`src/rtl/sig_pkt_pkg.sv`:
```
package sig_pkt_pkg;
  localparam int BYTE_W      = 8;
  localparam int PAY_BYTES   = 7;
  localparam int CRC_BYTES   = 4;
  localparam int CW_BYTES    = 2 * PAY_BYTES;
  localparam int PAY_BITS    = PAY_BYTES * BYTE_W;
  localparam int CW_BITS     = CW_BYTES * BYTE_W;
  localparam int ILV_STRIDE  = CW_BITS / PAY_BYTES;
  localparam int LEAD_BYTES  = 11;
  localparam int LEAD_BITS   = LEAD_BYTES * BYTE_W;
  localparam int FRAME_BITS  = LEAD_BITS + CW_BITS;
  localparam int CNT_W       = $clog2(FRAME_BITS + 1);

  // 40 zero bits, 0xCC, then five sync bytes; first bit at the MSB
  localparam logic [LEAD_BITS-1:0] LEAD_IN = 88'h0000000000_CC_07092A446F;

  localparam logic [15:0] CRC_POLY   = 16'h8408;
  localparam logic [15:0] CRC_XOROUT = 16'hFFFF;
  localparam logic [7:0]  STATUS_VAL = 8'h00;
endpackage

```
`src/rtl/sig_pkt_crc.sv`:
```
// Reflected CRC-16 over NBYTES bytes; byte j sits at msg[8j +: 8].
module sig_pkt_crc
  import sig_pkt_pkg::*;
#(
  parameter int NBYTES = CRC_BYTES
) (
  input  logic [NBYTES*BYTE_W-1:0] msg,
  output logic [15:0]              crc
);
  always_comb begin
    logic [15:0] acc;
    acc = '0;
    for (int j = 0; j < NBYTES; j++) begin
      acc = acc ^ {8'h00, msg[j*BYTE_W +: BYTE_W]};
      for (int b = 0; b < BYTE_W; b++) begin
        if (acc[0]) acc = (acc >> 1) ^ CRC_POLY;
        else        acc = acc >> 1;
      end
    end
    crc = acc ^ CRC_XOROUT;
  end
endmodule

```
`src/rtl/sig_pkt_fec.sv`:
```
// Convolutional parity p[n] = d[n]^d[n-2]^d[n-5]^d[n-6], zero history.
module sig_pkt_fec
  import sig_pkt_pkg::*;
#(
  parameter int NBITS = PAY_BITS
) (
  input  logic [NBITS-1:0] din,
  output logic [NBITS-1:0] par
);
  localparam int HIST = 6;
  logic [NBITS+HIST-1:0] padded;

  assign padded = {din, {HIST{1'b0}}};

  for (genvar n = 0; n < NBITS; n++) begin : g_tap
    assign par[n] = padded[n+HIST] ^ padded[n+HIST-2] ^
                    padded[n+HIST-5] ^ padded[n+HIST-6];
  end
endmodule

```
`src/rtl/sig_pkt_ilv.sv`:
```
// Pure-wiring interleaver: input bit k (LSB-first stream) goes to slot
// (k % ROWS) * STRIDE + k / ROWS; slot 0 is the output MSB.
module sig_pkt_ilv
  import sig_pkt_pkg::*;
#(
  parameter int NBITS  = CW_BITS,
  parameter int ROWS   = PAY_BYTES,
  parameter int STRIDE = ILV_STRIDE
) (
  input  logic [NBITS-1:0] cw_in,
  output logic [NBITS-1:0] cw_out
);
  for (genvar k = 0; k < NBITS; k++) begin : g_map
    localparam int SLOT = (k % ROWS) * STRIDE + (k / ROWS);
    assign cw_out[NBITS-1-SLOT] = cw_in[k];
  end
endmodule

```
`src/rtl/sig_pkt_ser.sv`:
```
// Frame holding register, bit counter and inverted differential coder.
module sig_pkt_ser
  import sig_pkt_pkg::*;
#(
  parameter int NBITS = FRAME_BITS
) (
  input  logic             clk,
  input  logic             rst,
  input  logic             load,
  input  logic [NBITS-1:0] frame_in,
  input  logic             bit_en,
  output logic             active,
  output logic             tx_bit,
  output logic             tx_valid,
  output logic             done
);
  localparam int CW = $clog2(NBITS + 1);
  localparam logic [CW-1:0] LAST = CW'(NBITS - 1);

  logic [NBITS-1:0] shreg;
  logic [CW-1:0]    cnt;
  logic             prev;
  logic             cur;

  assign cur = shreg[NBITS-1];

  always_ff @(posedge clk) begin
    if (rst) begin
      shreg    <= '0;
      cnt      <= '0;
      prev     <= 1'b0;
      active   <= 1'b0;
      tx_bit   <= 1'b0;
      tx_valid <= 1'b0;
      done     <= 1'b0;
    end else begin
      tx_valid <= 1'b0;
      done     <= 1'b0;
      if (!active) begin
        if (load) begin
          shreg  <= frame_in;
          cnt    <= '0;
          prev   <= 1'b0;
          active <= 1'b1;
        end
      end else if (bit_en) begin
        tx_bit   <= ~(cur ^ prev);
        prev     <= cur;
        shreg    <= shreg << 1;
        tx_valid <= 1'b1;
        cnt      <= cnt + 1'b1;
        if (cnt == LAST) begin
          active <= 1'b0;
          done   <= 1'b1;
        end
      end
    end
  end
endmodule

```
`src/rtl/sig_pkt_encoder.sv`:
```
module sig_pkt_encoder
  import sig_pkt_pkg::*;
(
  input  logic        clk,
  input  logic        rst,
  input  logic        start,
  input  logic [7:0]  opcode,
  input  logic [7:0]  argument,
  input  logic [15:0] unit_id,
  input  logic        bit_en,
  output logic        tx_bit,
  output logic        tx_valid,
  output logic        done
);
  logic [CRC_BYTES*BYTE_W-1:0] crc_msg;
  logic [15:0]                 crc;
  logic [PAY_BITS-1:0]         pay_bits;
  logic [PAY_BITS-1:0]         par_bits;
  logic [CW_BITS-1:0]          cw_bits;
  logic [CW_BITS-1:0]          ilv_bits;
  logic [FRAME_BITS-1:0]       frame;
  logic                        busy;

  // byte 0 in the least significant position
  assign crc_msg  = {unit_id[7:0], unit_id[15:8], argument, opcode};
  assign pay_bits = {STATUS_VAL, crc[15:8], crc[7:0], crc_msg};
  assign cw_bits  = {par_bits, pay_bits};
  assign frame    = {LEAD_IN, ilv_bits};

  sig_pkt_crc #(.NBYTES(CRC_BYTES)) u_crc (
    .msg (crc_msg),
    .crc (crc)
  );

  sig_pkt_fec #(.NBITS(PAY_BITS)) u_fec (
    .din (pay_bits),
    .par (par_bits)
  );

  sig_pkt_ilv #(.NBITS(CW_BITS), .ROWS(PAY_BYTES), .STRIDE(ILV_STRIDE)) u_ilv (
    .cw_in  (cw_bits),
    .cw_out (ilv_bits)
  );

  sig_pkt_ser #(.NBITS(FRAME_BITS)) u_ser (
    .clk      (clk),
    .rst      (rst),
    .load     (start),
    .frame_in (frame),
    .bit_en   (bit_en),
    .active   (busy),
    .tx_bit   (tx_bit),
    .tx_valid (tx_valid),
    .done     (done)
  );
endmodule

```
`config.mk`:
```
export PLATFORM = sky130hd
export DESIGN_NAME = sig_pkt_encoder
export DESIGN_NICKNAME = d
export VERILOG_FILES = /design/src/rtl/sig_pkt_pkg.sv /design/src/rtl/sig_pkt_crc.sv /design/src/rtl/sig_pkt_fec.sv /design/src/rtl/sig_pkt_ilv.sv /design/src/rtl/sig_pkt_ser.sv /design/src/rtl/sig_pkt_encoder.sv
export SDC_FILE = /design/constraint.sdc
export NUM_CORES = 1
export LEC_CHECK = 0
export BUFFER_PORTS_ARGS = -buffer_cell sky130_fd_sc_hd__buf_2
export CAP_MARGIN = 20
export CORE_MARGIN = 2
export CORE_UTILIZATION = 51
export DETAILED_ROUTE_END_ITERATION = 12
export PLACE_DENSITY = 0.66
export SYNTH_ARGS = -nofsm -noshare
export SYNTH_HDL_FRONTEND = slang
export SYNTH_SLANG_ARGS = --single-unit
```
`constraint.sdc`:
```
create_clock -name clk -period 8.95 [get_ports clk]
set_clock_uncertainty 0.1 [all_clocks]
set_input_delay 2.685 -clock clk [delete_from_list [all_inputs] [get_ports clk]]
set_output_delay 2.685 -clock clk [all_outputs]
set_load 0.01 [all_outputs]
```
==> results by group <==
Outcome
  – Status: completed

Detailed routing
  – Drt drc: 0
  – WL/cell: between 15 and 20 µm
  – Vias per inst: 5.71
  – DR pass1 iterations: 5
  – ANT nets after route: 0
  – Final wirelength: 25500 µm
  – Iteration-0 DRC Markers: 620
  – DR vias: about 7500

Synthesis
  – Synth Cell Area: between 10000 and 15000 µm²
  – Yosys warns: 0
  – Post-synthesis register bit count: around 210
  – Synthesized Nets: 1109
  – Post-synthesis average cell area: 9.56 µm²
  – Library cells used by synthesis: 41
  – Post-synthesis instance total: 1072
  – Sequential area share after synthesis: 0.414

Placement
  – Number of I/O port buffers: 38
  – Final Wtd Congestion: 0.900
  – Post-DP HPWL: 16300 µm

Min path
  – HP Class: reg -> reg

Global route
  – Vias in the first global route: 7328
  – All-Layer GR Usage: 0.239
  – Largest net degree at the start of global routing: 82
  – Global-route wire length before repair: 41100 µm
  – Gr ovfl total: 0
  – Initial antenna violation count: 0

Pwr
  – Overall Power: 3150 µW
  – Leakage power: about 0.0044 µW
  – Pwr Density: 282 nW/µm²
  – Maximum VDD drop: 0.000167 V

Timing
  – Crit path time final: between 5000 and 6000 ps
  – F_max: 0.200 GHz
  – Final setup viols: 0
  – Setup TNS: 0 ps
  – Actual slew at the worst max-slew pin: 998 ps
  – Post-route clock period utilization: 0.560
  – Max-slew violations: 0
  – Rel. slew slack: 0.335
  – RSZ-0062 raised after global routing: no
  – Final hold violations: 0

Clock network
  – Cts hold-fix bufs: 0
  – CTS resizes: 0
  – Sink Count: 212
  – Clk slew on worst S/H paths: 60 ps
  – CTS buffer count: 23
  – H-Tree Level Count: 1
  – Skew-Pair Late Insertion Delay: between 500 and 600 ps
  – CTS tree: done
  – CTS Buffer Depth: 3
  – Clock Root Buffer: clkbuf_16
  – Post-CTS setup buffer count: 0

Critical path
  – Critical Path Source Type: input port
  – Critical Path Sink Type: flop
  – Crit Path Class: in -> reg
  – Worst EP required: 9290 ps
  – Crit Path Max Fanout: 6
  – CP arrival: 5350 ps

Die
  – Die Span Y: 146 µm
  – Ports: 39
  – Initial Utilization: 0.523
  – Core ar.: ~20000 µm²
  – Die width: 146 µm
  – Die area: 21200 µm²
  – Row cnt: roughly 50

Run
  – Max_cap viols: 0

Layout
  – Nets: 1073
  – Area grow syn2layout: 9.10%
  – Commonest non-fill, non-tap cells in the layout: dfxtp_1, xnor2_1, nor2_1
  – Most common cell after layout, fill and taps aside: dfxtp_1
  – Fraction of layout cells with a size suffix above 1: 0.0959
## final timing paths
kind / startpoint / slack, ps / cells past startpoint / endpoint
min: u_ser.shreg[73] / 350 / 2 / u_ser.shreg[73]
min reg2reg: u_ser.shreg[73] / 350 / 2 / u_ser.shreg[73]
max reg2reg: u_ser.active / 5450 / 7 / u_ser.shreg[35]
max: argument[3] / 3940 / 8 / u_ser.shreg[97]
## synthesized netlist by cell type
| library cell | instances | share of area |
|---|---|---|
| and3_1 | 2 | 0.0012 |
| inv_1 | 1 | 0.00037 |
| and4_1 | 1 | 0.00086 |
| nor3_1 | 11 | 0.0054 |
| ha_1 | 1 | 0.0012 |
| a211oi_1 | 59 | 0.043 |
| nor2_1 | 151 | 0.055 |
| a21oi_1 | 12 | 0.0059 |
| dfxtp_1 | 212 | 0.41 |
| o32a_1 | 1 | 0.00098 |
| nand3b_1 | 1 | 0.00073 |
| nor2b_1 | 3 | 0.0018 |
| buf_1 | 4 | 0.0015 |
| xor3_2 | 1 | 0.0024 |
| xnor2_4 | 1 | 0.0027 |
| a22o_1 | 33 | 0.028 |
| o21a_1 | 2 | 0.0015 |
| xnor2_1 | 158 | 0.14 |
| mux2i_1 | 37 | 0.036 |
| buf_4 | 2 | 0.0015 |
| nand2b_1 | 3 | 0.0018 |
| xnor3_1 | 20 | 0.044 |
| xnor2_2 | 2 | 0.0032 |
| or2_2 | 2 | 0.0012 |
| a31oi_1 | 1 | 0.00061 |
| o21ai_0 | 82 | 0.040 |
| nand2_1 | 22 | 0.0081 |
| nand3_1 | 8 | 0.0039 |
| clkbuf_1 | 88 | 0.032 |
| o211a_1 | 26 | 0.025 |
| or2b_1 | 1 | 0.00073 |
| xnor3_2 | 1 | 0.0023 |
| buf_6 | 1 | 0.0011 |
| and2_1 | 1 | 0.00061 |
| o22ai_1 | 28 | 0.017 |
| nor4b_1 | 1 | 0.00086 |
| xor3_1 | 5 | 0.012 |
| xor2_2 | 2 | 0.0032 |
| buf_2 | 14 | 0.0068 |
| xor2_1 | 24 | 0.021 |
| a22oi_1 | 47 | 0.034 |
## stage by stage
stage               area (µm²)  utilization  cells  hold WS [ps]  setup WS [ps]
floorplan                10200            -   1072           329           3660
global placement         10400        0.533   1276           339           3460
detailed placement       10400        0.533   1276           347           3400
CTS                      11200        0.570   1318           355           3940
global route             11200        0.570   1318           382           3840
finish                   11200        0.571   1319           355           3940
## state kept, by name, summed over array words and instances (netlist names)
name and flops:
u_ser.done 1, u_ser.tx_valid 1, u_ser.prev 1, u_ser.cnt 8
u_ser.active 1, u_ser.shreg 199, u_ser.tx_bit 1
## where the power goes
| part | internal (µW) | switching [µW] | leakage (µW) | total [µW] |
|---|---|---|---|---|
| Combinational | 545 | 580 | 0.00232 | 1120 |
| Clock | 551 | 389 | 0.000358 | 940 |
| Sequential | 1030 | 52.6 | 0.00174 | 1090 |
| Total | 2130 | 1020 | 0.00441 | 3150 |
## area by class of cell
class	count	area (µm²)
Clock inverter	11	116
Timing Repair Buffer	48	268
Tap cell	265	332
Clock buffer	31	626
Fill cell	1736	8410
Sequential cell	212	4250
Inverter	1	3.75
Antenna cell	1	2.50
Multi-Input combinational cell	750	5580
## routing by layer
layer  share of wire  up-vias  routed length, µm  global-route usage
li1                -     3671                  -                   -
met1            0.48     3660              12300               0.354
met2            0.45      175              11400               0.372
met3           0.052       30               1320              0.0317
met4           0.020        0                507              0.0564
met5               0        -                  0                   0
## logic make-up after synthesis
logic type,count (synthesis),share of synthesized area
AO/OA/AOI/OAI,291,0.197
XOR/XNOR,214,0.225
adder cells (fa/ha/maj),1,0.00122
buffers and inverters,110,0.0435
flip-flops,212,0.414
multiplexers,37,0.0362
AND/OR/NAND/NOR,207,0.0826
## critical path, cell delays in order
cell	delay, ps
buf_2	180
xnor2_1	430
xnor3_1	430
xnor3_2	500
xnor2_4	280
xnor3_1	440
o32a_1	330
nor2_1	80
(Power assumes the default switching activity.)
